===== config.mk =====
export PLATFORM = sky130hd
export DESIGN_NAME = pwm_dualbuf_timer
export DESIGN_NICKNAME = d
export VERILOG_FILES = /design/src/rtl/pwm_dualbuf_timer.sv
export SDC_FILE = /design/constraint.sdc
export NUM_CORES = 1
export LEC_CHECK = 0
export ABC_CLOCK_PERIOD_IN_PS = 1900
export BUFFER_PORTS_ARGS = -buffer_cell sky130_fd_sc_hd__buf_2
export CORE_MARGIN = 2
export CORE_UTILIZATION = 35
export CTS_BUF_LIST = sky130_fd_sc_hd__clkbuf_2 sky130_fd_sc_hd__clkbuf_4 sky130_fd_sc_hd__clkbuf_8
export CTS_CLUSTER_DIAMETER = 60
export DETAILED_ROUTE_END_ITERATION = 16
export PLACE_DENSITY = 0.52
export SETUP_SLACK_MARGIN = 0.15
export SLEW_MARGIN = 20
export SYNTH_ARGS = -nofsm -noshare
export SYNTH_HDL_FRONTEND = slang
export SYNTH_SLANG_ARGS = --single-unit

===== constraint.sdc =====
create_clock -name clk -period 1.9 [get_ports clk]
set_clock_uncertainty 0.1 [all_clocks]
set_input_delay 0.285 -clock clk [delete_from_list [all_inputs] [get_ports clk]]
set_output_delay 0.285 -clock clk [all_outputs]
set_load 0.01 [all_outputs]

===== src/rtl/pwm_dualbuf_timer.sv =====
module pwm_dualbuf_timer #(
  parameter int W = 8
) (
  input  logic         clk,
  input  logic         rst,
  input  logic         tick,
  input  logic         wr_en,
  input  logic [1:0]   addr,
  input  logic [W-1:0] wr_data,
  output logic [W-1:0] rd_data,
  input  logic [1:0]   mode_a,
  input  logic [1:0]   mode_b,
  output logic         pwm_a,
  output logic         pwm_a_n,
  output logic         oe_a,
  output logic         oe_a_n,
  output logic         pwm_b,
  output logic         pwm_b_n,
  output logic         oe_b,
  output logic         oe_b_n
);

  localparam logic [W-1:0] ONES = '1;
  localparam logic [W-1:0] ZERO = '0;
  localparam logic [W-1:0] ONE  = W'(1);

  logic [W-1:0] cnt, top, hold_a, hold_b, act_a, act_b;
  logic         at_top, latch;

  assign at_top = (cnt == top);
  assign latch  = tick && at_top;

  always_ff @(posedge clk) begin
    if (rst) begin
      cnt    <= ZERO;
      top    <= ONES;
      hold_a <= ZERO;
      hold_b <= ZERO;
      act_a  <= ZERO;
      act_b  <= ZERO;
    end else begin
      if (tick) cnt <= at_top ? ZERO : cnt + ONE;
      if (latch) begin
        act_a <= hold_a;
        act_b <= hold_b;
      end
      if (wr_en) begin
        case (addr)
          2'd0:    top    <= wr_data;
          2'd1:    hold_a <= wr_data;
          2'd2:    hold_b <= wr_data;
          default: ;
        endcase
      end
    end
  end

  always_comb begin
    case (addr)
      2'd0:    rd_data = top;
      2'd1:    rd_data = hold_a;
      2'd2:    rd_data = hold_b;
      default: rd_data = cnt;
    endcase
  end

  // returns {oe, oe_n, p, p_n}
  function automatic logic [3:0] chan(input logic [1:0] m, input logic [W-1:0] c,
                                      input logic [W-1:0] a, input logic [W-1:0] t);
    logic up, dn, p, pn;
    up = (c != ZERO) && (c < a);
    dn = (c > a);
    p  = 1'b0;
    pn = 1'b0;
    if (m == 2'b11) begin
      if (a == ZERO)   p = 1'b1;
      else if (a == t) p = 1'b0;
      else             p = dn;
    end else begin
      if (a == ZERO) begin
        p = 1'b0; pn = 1'b1;
      end else if (a == t) begin
        p = 1'b1; pn = 1'b0;
      end else begin
        p = up; pn = dn;
      end
    end
    case (m)
      2'b00:   chan = 4'b0000;
      2'b01:   chan = {2'b11, p, pn};
      default: chan = {2'b10, p, 1'b0};
    endcase
  endfunction

  assign {oe_a, oe_a_n, pwm_a, pwm_a_n} = chan(mode_a, cnt, act_a, top);
  assign {oe_b, oe_b_n, pwm_b, pwm_b_n} = chan(mode_b, cnt, act_b, top);

  assert_cnt_idle_R1: assert property (@(posedge clk) disable iff (rst)
    !tick |=> $stable(cnt));
  assert_cnt_wrap_R1: assert property (@(posedge clk) disable iff (rst)
    (tick && cnt == top) |=> (cnt == ZERO));
  assert_act_hold_R2: assert property (@(posedge clk) disable iff (rst)
    !latch |=> ($stable(act_a) && $stable(act_b)));
  assert_act_load_R4: assert property (@(posedge clk) disable iff (rst)
    latch |=> (act_a == $past(hold_a) && act_b == $past(hold_b)));
  assert_off_R5: assert property (@(posedge clk) disable iff (rst)
    (mode_a == 2'b00) |-> (!oe_a && !oe_a_n && !pwm_a && !pwm_a_n));
  assert_no_overlap_R7: assert property (@(posedge clk) disable iff (rst)
    !(pwm_a && pwm_a_n) && !(pwm_b && pwm_b_n));
  assert_match_low_R6: assert property (@(posedge clk) disable iff (rst)
    (mode_a == 2'b01 && act_a != ZERO && act_a != top && cnt == act_a) |-> !pwm_a);

endmodule


== Word level (Yosys, flattened, before mapping) ==
Cells that the tools add are included.

* Register bits: 48
* Input port bits: 18
* Word-level logic and storage cells: 48

* Add/sub/neg operators: 1
* Magnitude comparators: 4
* Eq/ne operators: 9
* Multiplexer cells: 16
* Reductions and logical operators: 12

{| class="wikitable"
|+ Operator list
! operator !! count
|-
| $eq 8x8->1 || 3
|-
| $pmux 8 s3 || 1
|-
| $gt 8x8->1 || 2
|-
| $logic_not 8->1 || 2
|-
| $lt 8x8->1 || 2
|-
| $pmux 4 s2 || 2
|-
| $mux 1 || 12
|-
| $add 8x1->8 const B || 1
|-
| $mux 8 || 1
|-
| $reduce_bool 8->1 || 1
|-
| $eq 2x1->1 const B || 3
|-
| $eq 2x2->1 const B || 3
|-
| $logic_not 2->1 || 3
|-
| $reduce_and 2->1 || 3
|-
| $logic_and 1x1->1 || 3
|}

== Longest topological paths before layout ==
* Word-level depth: 6
* Gate-level depth with buffers: 8
* Depth with buffers taken out: 8

== Least setup slack after synthesis ==
No wires, ideal clock.

* Kind: reg-to-reg
* Start point: reg cnt[1]
* End point: reg act_a[5]
* Arrival time: 1791 ps
* Setup slack: -119 ps
* Stages on the path, launching flop included: 8
* Path buffers: 1
* Clock period less this slack: 2019 ps
* Path through: dfxtp_1 > xor2_1 > nor4_1 > nand3_1 > nor4_4 > buf_6 > mux2i_1 > nor2_1

* Cells in the longest elaborated chain, start to end: 2

{| class="wikitable"
|+ Ends and longest elaborated chain
! what !! RTL line !! source
|-
| start: declaration || 27 || <nowiki>logic [W-1:0] cnt, top, hold_a, hold_b, act_a, act_b;</nowiki>
|-
| start signal: assignment || 42 || <nowiki>if (tick) cnt <= at_top ? ZERO : cnt + ONE;</nowiki>
|-
| $eq 8x8->1 || 30 || <nowiki>assign at_top = (cnt == top);</nowiki>
|-
| $logic_and 1x1->1 || 31 || <nowiki>assign latch = tick && at_top;</nowiki>
|-
| end signal: assignment || 44 || <nowiki>act_a <= hold_a;</nowiki>
|-
| end: declaration || 27 ||
|}

No other way between the ends.
A chain may end at the register's enable or synchronous reset.

== Final worst setup path ==
* Start point: reg act_b[1]
* End point: out pwm_b

* Cells in the longest elaborated chain, start to end: 6
* Elaborated cells on any way between the ends: 11

{| class="wikitable"
|+ Ends and longest elaborated chain
! what !! RTL line !! source
|-
| start: declaration || 27 ||
|-
| start signal: assignment || 45 || <nowiki>act_b <= hold_b;</nowiki>
|-
| $lt 8x8->1 || 71 || <nowiki>up = (c != ZERO) && (c < a);</nowiki>
|-
| $logic_and 1x1->1 || 71 ||
|-
| $mux 1 || 82 || <nowiki>end else if (a == t) begin</nowiki>
|-
| $mux 1 || 80 || <nowiki>if (a == ZERO) begin</nowiki>
|-
| $mux 1 * || 75 || <nowiki>if (m == 2'b11) begin</nowiki>
|-
| $pmux 4 s2 * || 88 || <nowiki>case (m)</nowiki>
|-
| end: declaration || 17 || <nowiki>output logic pwm_b,</nowiki>
|}

Mark *: on every way between the ends. The rest lies on a longest branch, timed or not.

==> results.toml <==
[critical_path]
rr_worst_depth = 9
worst_setup_path_end_kind = "primary output"
crit_arrival_ns = 1.89
cp.required_ns = 1.51
crit_path_max_fanout = 2
crit_path_start_kind = "flop"
r2r_setup_slack_ns = -0.13
reg2reg_to = "act_a[7]"
path_class = "flop to primary output"
crit-reg2reg-launch = "top[3]"

[clock_network]
ctsLongestPathBuffers = 2
cts_sinks = 48
cts_tree = "yes"
cts_hold_buffers = 0
insertion_delay_ns = 0.31
h-tree-depth = 2
numCtsBuffers = 5
cts-root-buf = "clkbuf_8"
path_clk_slew_ns = 0.10

[synth]
synth_seq_cells = 48
synth_fp_nets = 328
synth_cells = 292
ys.flop_type = "dfxtp_1"
synth_cell_type_count = 32
yosys_warnings = 0
yosysSeqAreaShare_pct = 34.5
async_reset_ff_share_pct = 0
avgSynthCellArea_um2 = 9.53
synth_edf_count = 0
syn-cell-area_mm2 = 0.00278

[status]
failed_checks = "setup timing"
status = "finished with violations"

[place]
gp_congestion = 0.833
dp_slack_ns = -0.131
io_buffers = 33
hpwl_mm = 5.67

[floorplanning]
die_h_um = 93.2
rows = 32
start_util_pct = 36.0
dieArea_mm2 = 0.00868
num_io_pins = 34
core-area_mm2 = 0.00773
chipWidth_um = 93.2

[sta]
slew_headroom_pct = 75.6
slew_viol_final = 0
fin_crit_ns = 2.28
hold_viol = 0
finalWorstSetupSlack_ns = -0.376
max_slew.worst_pin.slew_ns = 0.362
hold_slack_ns = 0.103
rsz0062_at_grt = "yes"
max_clock_freq_mhz = 439
setup_viol = 30
finalCritPeriodShare_pct = 120

[pwr]
sequentialPowerShare_pct = 48.2
p_leak_nw = 1.66
power.density_mw_per_mm2 = 567
switchingPower_uw = 579
sw_frac_of_total_pct = 26.5
p_int_mw = 1.61
ir_drop_v = 0.000344
combPwrFrac_pct = 16.2
pwr-share-clk_pct = 35.6

[route]
vias_per_cell = 4.89
dr.pass1.iters = 4
drt_iter0_drc = 97
wl_mm = 7.59
drc = 0
postRouteAntennaNets = 0
route.detailed.wl_per_inst_um = 15.9
vias = 2336

[layout]
final_common_cell = "buf_4"
antenna_cells = 0
areaGrowthSynthToFinish_pct = 38.7
mostFrequentLayoutCells = "buf_4 (41), nor2_1 (37), dfxtp_1 (33)"
nNetsFinal = 411
drive_gt1_share_pct = 39.9

[grt]
grt_pass1_wl_mm = 12.4
grt_util_all_layers_pct = 18.6
grt_antenna_before_repair = 0
grt_start_max_net_pins = 25
grt_remaining_overflow = 0
grt_pass1_vias = 2250

[job]
cap_violations = 0

[worst_hold_path]
whs_endpoint = "top[4]"
hold_path_class = "input port to flop"
hold_start = "wr_data[4]"
holdPathStages = 2
[stage by stage]
stage / instances / setup TNS (ns) / power (mW) / instance area, um^2 / util (%)
floorplan: 292 / -0.862 / 1.26 / 2810 / -
global placement: 462 / -0.537 / 1.38 / 3420 / 44.3
detailed placement: 462 / -0.505 / 1.39 / 3420 / 44.3
CTS: 477 / -3.58 / 2.20 / 3780 / 48.9
global route: 478 / -8.48 / 2.29 / 3860 / 50.0
finish: 478 / -4.08 / 2.19 / 3860 / 50.0
[cells in the mapped netlist (7+ instances only)]
library cell | number | share of area [%]
xor2_1 | 28 | 8.8
a211o_1 | 8 | 2.5
nor2_1 | 40 | 5.4
inv_1 | 16 | 2.2
mux2i_1 | 33 | 12
nor2b_1 | 16 | 3.6
nand2_1 | 11 | 1.5
clkbuf_1 | 9 | 1.2
nor4_1 | 9 | 2.0
dfxtp_1 | 48 | 35
ha_1 | 18 | 8.1
mux4_2 | 7 | 5.7
[timing repair]
action                     CTS  global route
setup buffers                6             1
pin swaps                   12            21
gates resized for setup     49            16
gates cloned                 1             0
setup endpoints to repair   36            36
[layer usage]
layer / part of all wire (%) / wire length (um) / global-route usage, % / vias up
met5: 0 / 0 / 0 / -
met4: 1.4 / 108 / 4.78 / 0
met3: 2.5 / 188 / 2.01 / 11
met2: 45 / 3420 / 29.0 / 35
met1: 51 / 3870 / 27.3 / 1096
li1: - / - / - / 1194
[critical path, cell delays in order (launching register included)]
cell,delay (ns)
dfxtp_2,0.34
inv_2,0.04
ha_4,0.22
nor2b_1,0.12
o211ai_1,0.22
a21oi_2,0.09
o221ai_1,0.18
and2_4,0.18
o21ai_2,0.05
buf_2,0.14
[flip-flops by register name (all words and copies together), names as in the netlist]
| register | count |
|---|---|
| act_b | 8 |
| act_a | 8 |
| hold_b | 8 |
| top | 8 |
| hold_a | 8 |
| cnt | 8 |
[logic make-up (layout without fill, tap and decap cells)]
| kind of cell | Yosys count | after routing | share of synthesized area [%] |
|---|---|---|---|
| AOI/OAI and AO/OA | 26 | 26 | 6.56 |
| and+or+nand+nor | 101 | 101 | 18.7 |
| buffers and inverters | 27 | 111 | 3.95 |
| xor gates and xnor gates | 31 | 31 | 9.75 |
| DFF | 48 | 48 | 34.5 |
| adders and majority gates | 18 | 18 | 8.09 |
| muxes | 41 | 41 | 18.5 |
[final cells by class]
class | count | area (um^2)
clock buffer | 5 | 68.8
clock inverter | 3 | 46.3
fill | 734 | 3870
inverter | 16 | 60.1
multi-input combinational | 217 | 1870
sequential | 48 | 997
tap | 102 | 128
timing repair buffer | 87 | 692
[power groups by stage]
stage | Combinational, mW | Clock (mW) | Sequential, mW
6_report | 0.354 | 0.780 | 1.06
5_1_grt | 0.390 | 0.836 | 1.06
4_1_cts | 0.348 | 0.800 | 1.06
3_5_place_dp | 0.299 | 0 | 1.09
3_3_place_gp | 0.297 | 0 | 1.09
2_1_floorplan | 0.181 | 0 | 1.08
[worst max path at each step]
stage	slack, ns	cells after the start	from	to
floorplan	-0.08	7	top[3]	act_a[5]
global placement	-0.11	8	cnt[5]	pwm_a
detailed placement	-0.13	8	cnt[1]	pwm_a
CTS	-0.40	8	cnt[1]	pwm_a
global route	-0.48	9	act_b[1]	pwm_b
finish	-0.38	9	act_b[1]	pwm_b
Note: power is estimated with default switching activity, not from simulation.
